## config.mk

```make
export PLATFORM = sky130hd
export DESIGN_NAME = subcarrier_clk_div
export DESIGN_NICKNAME = d
export VERILOG_FILES = /design/src/rtl/scd_pkg.sv /design/src/rtl/scd_edge_det.sv /design/src/rtl/scd_divider.sv /design/src/rtl/scd_line_phase.sv /design/src/rtl/scd_start_strobe.sv /design/src/rtl/subcarrier_clk_div.sv
export SDC_FILE = /design/constraint.sdc
export NUM_CORES = 1
export LEC_CHECK = 0
export BUFFER_PORTS_ARGS = -buffer_cell sky130_fd_sc_hd__buf_2
export CAP_MARGIN = 10
export CORE_AREA = 2 2 39 41
export CTS_BUF_LIST = sky130_fd_sc_hd__clkbuf_4
export DETAILED_ROUTE_END_ITERATION = 10
export DIE_AREA = 0 0 41 43
export PLACE_DENSITY = 0.62
export SKIP_CTS_REPAIR_TIMING = 1
export SKIP_LAST_GASP = 1
export SYNTH_ARGS = -nofsm -noshare
export SYNTH_HDL_FRONTEND = slang
export SYNTH_SLANG_ARGS = --single-unit
export TNS_END_PERCENT = 100
```

## constraint.sdc

```tcl
create_clock -name clk_i -period 1.63 [get_ports clk_i]
set_input_delay 0.326 -clock clk_i [delete_from_list [all_inputs] [get_ports clk_i]]
set_output_delay 0.326 -clock clk_i [all_outputs]
set_load 0.05 [all_outputs]
```

## src/rtl/scd_pkg.sv

```systemverilog
package scd_pkg;
  typedef enum logic {PH_LOW = 1'b0, PH_HIGH = 1'b1} cl3_ph_e;

  function automatic cl3_ph_e ph_flip(cl3_ph_e p);
    return (p == PH_HIGH) ? PH_LOW : PH_HIGH;
  endfunction
endpackage

```

## src/rtl/scd_edge_det.sv

```systemverilog
module scd_edge_det (
  input  logic clk_i,
  input  logic rst_ni,
  input  logic lvl_i,
  output logic rise_o
);
  logic d1_q, d2_q;

  always_ff @(posedge clk_i or negedge rst_ni) begin
    if (!rst_ni) begin
      d1_q <= 1'b0;
      d2_q <= 1'b0;
    end else begin
      d1_q <= lvl_i;
      d2_q <= d1_q;
    end
  end

  assign rise_o = d1_q & ~d2_q;


  single_rise_chk: assert property (@(posedge clk_i) disable iff (!rst_ni)
    rise_o |=> !rise_o);
endmodule

```

## src/rtl/scd_divider.sv

```systemverilog
module scd_divider
  import scd_pkg::*;
(
  input  logic clk_i,
  input  logic rst_ni,
  input  logic run_i,
  input  logic hold_i,
  output logic cl3_o,
  output logic cl3_en_o
);
  cl3_ph_e ph_q;

  always_ff @(posedge clk_i or negedge rst_ni) begin
    if (!rst_ni)      ph_q <= PH_LOW;
    else if (!run_i)  ph_q <= PH_LOW;
    else if (!hold_i) ph_q <= ph_flip(ph_q);
  end

  assign cl3_o    = (ph_q == PH_HIGH);
  assign cl3_en_o = run_i & cl3_o & ~hold_i;


  en_spacing_chk: assert property (@(posedge clk_i) disable iff (!rst_ni)
    cl3_en_o |=> !cl3_en_o);

  freeze_chk: assert property (@(posedge clk_i) disable iff (!rst_ni)
    (run_i && hold_i) |=> (cl3_o == $past(cl3_o)));
endmodule

```

## src/rtl/scd_line_phase.sv

```systemverilog
module scd_line_phase #(
  parameter int LINE_W = 2
) (
  input  logic              clk_i,
  input  logic              rst_ni,
  input  logic              run_i,
  input  logic              hs_edge_i,
  input  logic              vs_edge_i,
  output logic              odd_o,
  output logic              hold_o,
  output logic              tick_o,
  output logic              gate_o,
  output logic              synced_o,
  output logic [LINE_W-1:0] line_nxt_o
);
  logic              armed_q, odd_q, synced_q;
  logic [LINE_W-1:0] idx_q;
  logic              resync;

  assign tick_o     = run_i & hs_edge_i;
  assign resync     = tick_o & armed_q;
  assign hold_o     = tick_o & odd_q & ~armed_q;
  assign gate_o     = resync | synced_q;
  assign line_nxt_o = armed_q ? '0 : idx_q + LINE_W'(1);
  assign odd_o      = odd_q;
  assign synced_o   = synced_q;

  always_ff @(posedge clk_i or negedge rst_ni) begin
    if (!rst_ni) begin
      armed_q  <= 1'b0;
      odd_q    <= 1'b0;
      synced_q <= 1'b0;
      idx_q    <= '0;
    end else if (!run_i) begin
      armed_q  <= 1'b0;
      odd_q    <= 1'b0;
      synced_q <= 1'b0;
      idx_q    <= '0;
    end else begin
      armed_q <= vs_edge_i | (armed_q & ~hs_edge_i);
      if (hs_edge_i) begin
        idx_q <= line_nxt_o;
        if (armed_q) begin
          odd_q    <= 1'b0;
          synced_q <= 1'b1;
        end else begin
          odd_q <= ~odd_q;
        end
      end
    end
  end


  odd_stable_chk: assert property (@(posedge clk_i) disable iff (!rst_ni)
    (run_i && !hs_edge_i) |=> $stable(odd_q));

  hold_odd_chk: assert property (@(posedge clk_i) disable iff (!rst_ni)
    hold_o |-> (odd_q && !armed_q));

  resync_clear_chk: assert property (@(posedge clk_i) disable iff (!rst_ni)
    resync |=> (!odd_q && idx_q == '0 && synced_q));
endmodule

```

## src/rtl/scd_start_strobe.sv

```systemverilog
module scd_start_strobe #(
  parameter int LINE_W     = 2,
  parameter int STROBE_LEN = 2
) (
  input  logic              clk_i,
  input  logic              rst_ni,
  input  logic              run_i,
  input  logic              tick_i,
  input  logic              gate_i,
  input  logic [LINE_W-1:0] line_nxt_i,
  output logic [LINE_W-1:0] start_o
);
  localparam int CNT_W = $clog2(STROBE_LEN + 1);

  logic [CNT_W-1:0]  cnt_q;
  logic [LINE_W-1:0] bits_q, tap_hit;

  // tap k serves a store of 2^(k+1) lines
  for (genvar k = 0; k < LINE_W; k++) begin : g_tap
    assign tap_hit[k] = (line_nxt_i[k:0] == '0);
  end

  always_ff @(posedge clk_i or negedge rst_ni) begin
    if (!rst_ni) begin
      cnt_q  <= '0;
      bits_q <= '0;
    end else if (!run_i) begin
      cnt_q  <= '0;
      bits_q <= '0;
    end else if (tick_i && gate_i) begin
      cnt_q  <= CNT_W'(STROBE_LEN);
      bits_q <= tap_hit;
    end else if (cnt_q != '0) begin
      cnt_q <= cnt_q - CNT_W'(1);
    end
  end

  assign start_o = (cnt_q != '0) ? bits_q : '0;


  for (genvar k = 1; k < LINE_W; k++) begin : g_nest_chk
    nest_chk: assert property (@(posedge clk_i) disable iff (!rst_ni)
      start_o[k] |-> start_o[k-1]);
  end
endmodule

```

## src/rtl/subcarrier_clk_div.sv

```systemverilog
module subcarrier_clk_div #(
  parameter int LINE_W     = 2,
  parameter int STROBE_LEN = 2
) (
  input  logic              clk_i,
  input  logic              rst_ni,
  input  logic              run_i,
  input  logic              hsync_i,
  input  logic              vsync_i,
  output logic              cl3_o,
  output logic              cl3_en_o,
  output logic              odd_line_o,
  output logic [LINE_W-1:0] line_start_o
);
  logic              hs_edge, vs_edge, hold, tick, gate, synced;
  logic [LINE_W-1:0] line_nxt;

  scd_edge_det u_hs (.clk_i(clk_i), .rst_ni(rst_ni), .lvl_i(hsync_i), .rise_o(hs_edge));
  scd_edge_det u_vs (.clk_i(clk_i), .rst_ni(rst_ni), .lvl_i(vsync_i), .rise_o(vs_edge));

  scd_line_phase #(.LINE_W(LINE_W)) u_phase (
    .clk_i(clk_i), .rst_ni(rst_ni), .run_i(run_i),
    .hs_edge_i(hs_edge), .vs_edge_i(vs_edge),
    .odd_o(odd_line_o), .hold_o(hold), .tick_o(tick),
    .gate_o(gate), .synced_o(synced), .line_nxt_o(line_nxt)
  );

  scd_divider u_div (
    .clk_i(clk_i), .rst_ni(rst_ni), .run_i(run_i), .hold_i(hold),
    .cl3_o(cl3_o), .cl3_en_o(cl3_en_o)
  );

  scd_start_strobe #(.LINE_W(LINE_W), .STROBE_LEN(STROBE_LEN)) u_strobe (
    .clk_i(clk_i), .rst_ni(rst_ni), .run_i(run_i), .tick_i(tick),
    .gate_i(gate), .line_nxt_i(line_nxt), .start_o(line_start_o)
  );


  bypass_idle_chk: assert property (@(posedge clk_i) disable iff (!rst_ni)
    !run_i |=> (!cl3_o && !odd_line_o && line_start_o == '0));

  gated_start_chk: assert property (@(posedge clk_i) disable iff (!rst_ni)
    (line_start_o != '0) |-> synced);
endmodule

```

Yosys cells after proc, flatten, opt, wreduce, memory -nomap -nowiden
Index checks and enable logic that the tools add are counted.
{ "totals": {"regBits": 14, "inputBits": 5, "out_inout_bits": 5} }
{ "op_classes": {"add_sub_neg": 2, "eq_ne": 5, "mux": 19, "bitwise_logic": 18, "reduce_logical": 4} }
{ "op_table": {"columns": ["operator", "count"], "rows": [
  ["$mux 2", 9],
  ["$mux 1", 10],
  ["$and 1x1->1", 9],
  ["$not 1->1", 7],
  ["$ne 2x1->1 const B", 3],
  ["$ne 3x1->1 const B", 1],
  ["$add 2x1->2 const B", 1],
  ["$logic_not 2->1", 1],
  ["$ne 2x2->1 const B", 1],
  ["$or 1x1->1", 2],
  ["$reduce_and 2->1", 1],
  ["$reduce_bool 2->1", 1],
  ["$sub 2x1->2 const B", 1],
  ["$logic_and 1x1->1", 1]
]} }

Logic depth before layout (Yosys ltp)
{ "depth": {"word_depth": 8, "ltp_mapped": 5, "ltp_nobuf": 5} }

Hierarchy
A second synthesis with hierarchy kept.
{ "unflattened": {"hier_cells": 60, "area_unflattened_um2": 678.2} }
{ "by_module_without_submodules": {"columns": ["module", "n_inst", "cells_per_inst", "area_each_um2", "seq_area_each_um2"], "rows": [
  ["scd_line_phase", 1, 27, 276.5, 125.1],
  ["scd_start_strobe", 1, 22, 226.5, 100.1],
  ["scd_edge_det", 2, 3, 63.8, 50.0],
  ["scd_divider", 1, 5, 47.5, 25.0]
]} }

Worst setup path before layout
OpenSTA, ideal clock, no wires.
{ "synth_path": {"path_kind": "register to output", "from": "reg u_phase.odd_q (netlist: u_phase.odd_o)", "to": "out cl3_en_o", "arrival_ps": 1560, "slack_ps": -256, "stages_incl_launch_ff": 3, "n_path_buf": 0, "path_cell_list": "dfrtp_1 and4bb_2 nor2_1"} }
{ "synth_via": {"elab_chain_cells": 4} }
{ "synth_lines": {"columns": ["item", "line_no", "rtl"], "rows": [
  ["start: declaration", "scd_line_phase.sv:16", "logic armed_q, odd_q, synced_q;"],
  ["start signal: assignment", "scd_line_phase.sv:47", "odd_q <= ~odd_q;"],
  ["$and 1x1->1 (2 in a row)", "scd_line_phase.sv:22", "assign hold_o = tick_o & odd_q & ~armed_q;"],
  ["$not 1->1", "scd_divider.sv:20", "assign cl3_en_o = run_i & cl3_o & ~hold_i;"],
  ["$and 1x1->1", "scd_divider.sv:20", null],
  ["end: declaration", "subcarrier_clk_div.sv:11", "output logic cl3_en_o,"]
]} }
No other way between the ends.

Final worst setup path
{ "layout_path": {"from": "reg u_hs.d1_q", "to": "out cl3_en_o"} }
{ "layout_via": {"elab_chain_cells": 6} }
{ "layout_lines": {"columns": ["item", "line_no", "rtl"], "rows": [
  ["start: declaration", "scd_edge_det.sv:7", "logic d1_q, d2_q;"],
  ["start signal: assignment", "scd_edge_det.sv:14", "d1_q <= lvl_i;"],
  ["$and 1x1->1", "scd_edge_det.sv:19", "assign rise_o = d1_q & ~d2_q;"],
  ["$and 1x1->1", "scd_line_phase.sv:20", "assign tick_o = run_i & hs_edge_i;"],
  ["$and 1x1->1 (2 in a row)", "scd_line_phase.sv:22", null],
  ["$not 1->1", "scd_divider.sv:20", null],
  ["$and 1x1->1", "scd_divider.sv:20", null]
]} }
No other way between the ends.

==> impl_metrics.csv <==
group,metric,value,unit
run_status,status,"finished with violations",
run_status,violations,"setup timing",
clock_network,clk_latency,0.29,ns
sta,tns,-0.00256,ns
global_route,grt_usage,15.3,%
final_layout,final_net_count,76,
place,dpl_cell_area,681,µm²
detailed_routing,drt-pass1-iter-count,4,
setup_path,reg2regPathDepth,3,
global_route,grt_pass1_wl,1.75,mm
global_route,met3_usage,3.14,%
run,maxCapViolCount,0,
setup_path,cp.depth,3,
final_layout,drive_gt1_share,31.9,%
detailed_routing,vias,426,
final_layout,antenna_cells,0,
synthesis,synth_cell_types,21,
global_route,busiest_layer,"met2",
global_route,gr-total-overflow,0,
clock_network,max-clock-path-buffers,2,
global_route,use_met1,18.0,%
setup_path,cp.arrival,1.31,ns
detailed_routing,viasPerCell,5.01,
setup_path,required,1.30,ns
sta,tightest_slew,0.306,ns
die,row_count,14,
setup_path,cp_top_family,"flip-flops",
final_layout,fin_area,747,µm²
synthesis,syn-num-nets,59,
setup_path,crit_path_end_kind,"output pin",
synthesis,syn_avg_cell_area,11.4,µm²
die,start_util,43.7,%
final_layout,layout_commonest_cell,"dfrtp_1",
die,die_area,1760,µm²
sta,setup_slack,-0.00256,ns
clock_network,cts_buffers,3,
synthesis,yosysSeqAreaShare,58.0,%
global_route,antenna_found_initial,0,
sta,fin_crit,1.63,ns
setup_path,critical_path_class,"reg2out",
min_path,hold-path-cell-count,1,
synthesis,synth_area,604,µm²
global_route,grt_start_max_net_pins,15,
place,gp_congestion,0.695,
sta,fmax,613,MHz
min_path,worstHoldStart,"hsync_i",
setup_path,crit_start,"u_hs.d1_q",
detailed_routing,post_drt_wl_per_cell,12.0,µm
synthesis,synth_top_area_share,58.0,%
sta,relSlewSlack,79.6,%
final_layout,layout_common_cells,"dfrtp_1 (13), nand2_1 (8), buf_2 (6)",
clock_network,clk_pin_slew,0.08,ns
die,coreArea,1380,µm²
die,chipWidth,41,µm
setup_path,crit_path_start_kind,"register",
sta,setup_viol,1,
sta,skew,0.00289,ns
detailed_routing,wirelength,1.02,mm
die,die_y,43,µm
setup_path,path_max_fanout,4,
place,portBuffers,9,
power,power_density,1040,nW/µm²
synthesis,yosysTopAreaCell,"dfrtp_1",
synthesis,ys_warn_count,0,
clock_network,htreeDepth,1,
detailed_routing,ant_nets,0,
min_path,hold_class,"in2reg",
power,p_leak,0.368,nW
place,dp_slack,0.254,ns
detailed_routing,drc,0,
power,ir_drop,0.564,mV
final_layout,layout.filler_cells,131,
sta,timing_hold_violations_final,0,
clock_network,cts_tree,"built",
setup_path,cp_cell_sequence,"and4bb_2 > nor2_4 > clkbuf_4",
sta,rsz0062_at_grt,"true",
setup_path,slowest_stage,"dfrtp_1",
synthesis,synth-seq-cells,14,
die,pin_count,10,
sta,maxSlewViolCount,0,
detailed_routing,dr.first_iter.drc_count,9,
setup_path,rr_startpoint,"u_phase.armed_q",
final_layout,area_growth,23.6,%
clock_network,clock_sinks,14,
sta,fin_crit_sh,100,%
synthesis,yosys-top-cells-area,"dfrtp_1 (58%), nand2_1 (5.0%), nor2b_1 (4.1%), mux2i_1 (3.3%), xnor2_1 (2.9%)",
global_route,grt_use_met2,22.8,%
place,dp_hpwl,726,µm
synthesis,netlist_instances,53,
setup_path,critPathMaxStageDelay,0.43,ns
clock_network,root_buffer,"clkbuf_4",
setup_path,crit_buf_inv,1,
global_route,grt_pass1_vias,427,
-- report_power, final --
| part | switching (mW) | internal (mW) |
|---|---|---|
| logic | 0.0958 | 0.0792 |
| clock network | 0.115 | 0.0891 |
| registers | 0.0195 | 0.378 |
-- path summary, 6_finish.rpt --
path / end / slack (ns)
worst min-delay path: u_hs.d1_q / 0.14
worst max register to register: u_phase.idx_q[1] / 0.35
min in group asynchronous: u_strobe.bits_q[1] / 0.45
worst max-delay path: cl3_en_o / -0.003
max in group asynchronous: u_phase.armed_q / 0.93
worst min register to register: u_vs.d2_q / 0.38
-- worst reg2reg max path, delay by kind of cell, from the launching register on --
kind,cells,cell delay (ns)
and+or+nand+nor,1,0.51
buffers and inverters,1,0.14
DFF,1,0.42
AOI/OAI and AO/OA,1,0.15
-- per-layer routing --
layer	wire (µm)	part of all wire, %	vias to the layer above
li1	-	-	210
met1	457	45	200
met2	473	46	11
met3	47	4.6	5
met4	42	4.1	0
met5	0	0	-
-- state kept, by name (all words and copies together), names as in the netlist --
signal            cells
u_phase.synced_o      1
u_div.cl3_o           1
u_vs.d1_q             1
u_vs.d2_q             1
u_phase.armed_q       1
u_phase.idx_q         2
u_hs.d1_q             1
u_strobe.cnt_q        2
u_phase.odd_o         1
u_hs.d2_q             1
u_strobe.bits_q       2
-- cell usage after synthesis --
| cell type | number |
|---|---|
| xnor2_1 | 2 |
| nor2b_1 | 4 |
| and2_1 | 1 |
| a21boi_0 | 2 |
| nand2_1 | 8 |
| and4bb_2 | 1 |
| or4b_1 | 1 |
| inv_1 | 2 |
| o211a_1 | 1 |
| clkbuf_1 | 1 |
| a21boi_1 | 1 |
| a21oi_1 | 2 |
| nand2b_4 | 1 |
| or3_2 | 1 |
| nor2_1 | 3 |
| o21ai_0 | 2 |
| mux2i_1 | 2 |
| and2b_2 | 1 |
| dfrtp_1 | 14 |
| ha_1 | 1 |
| a21o_1 | 2 |
-- per-stage QoR --
step	power, mW	hold slack, ns	utilization (%)	std cells
final	0.776	0.143	54.0	85
after global routing	0.826	0.131	54.0	85
after CTS	0.777	-0.0745	51.1	82
after detailed placement	0.572	0.239	49.2	78
after global placement	0.565	0.237	49.2	78
after floorplan	0.527	0.0304	-	53
-- cell type report --
cell class	instances	area [µm²]	share of cell area (%)
Timing Repair Buffer	13	88.8	11.9
Sequential cell	14	352	47.1
Multi-Input combinational cell	36	253	33.8
Tap cell	16	20.0	2.68
Clock inverter	1	3.75	0.503
Inverter	2	7.51	1.01
Clock buffer	3	22.5	3.02
-- cells by family (layout without fill, tap and decap cells) --
| logic type | count (synthesis) | in the layout | share of synthesized area, % |
|---|---|---|---|
| fa+ha+maj | 1 | 1 | 2.07 |
| compound gates | 10 | 10 | 11.2 |
| mux | 2 | 2 | 3.31 |
| flops | 14 | 14 | 58.0 |
| xor+xnor | 2 | 2 | 2.90 |
| buf+inv | 3 | 19 | 1.86 |
| simple gates | 21 | 21 | 20.7 |
(Power assumes the default switching activity.)
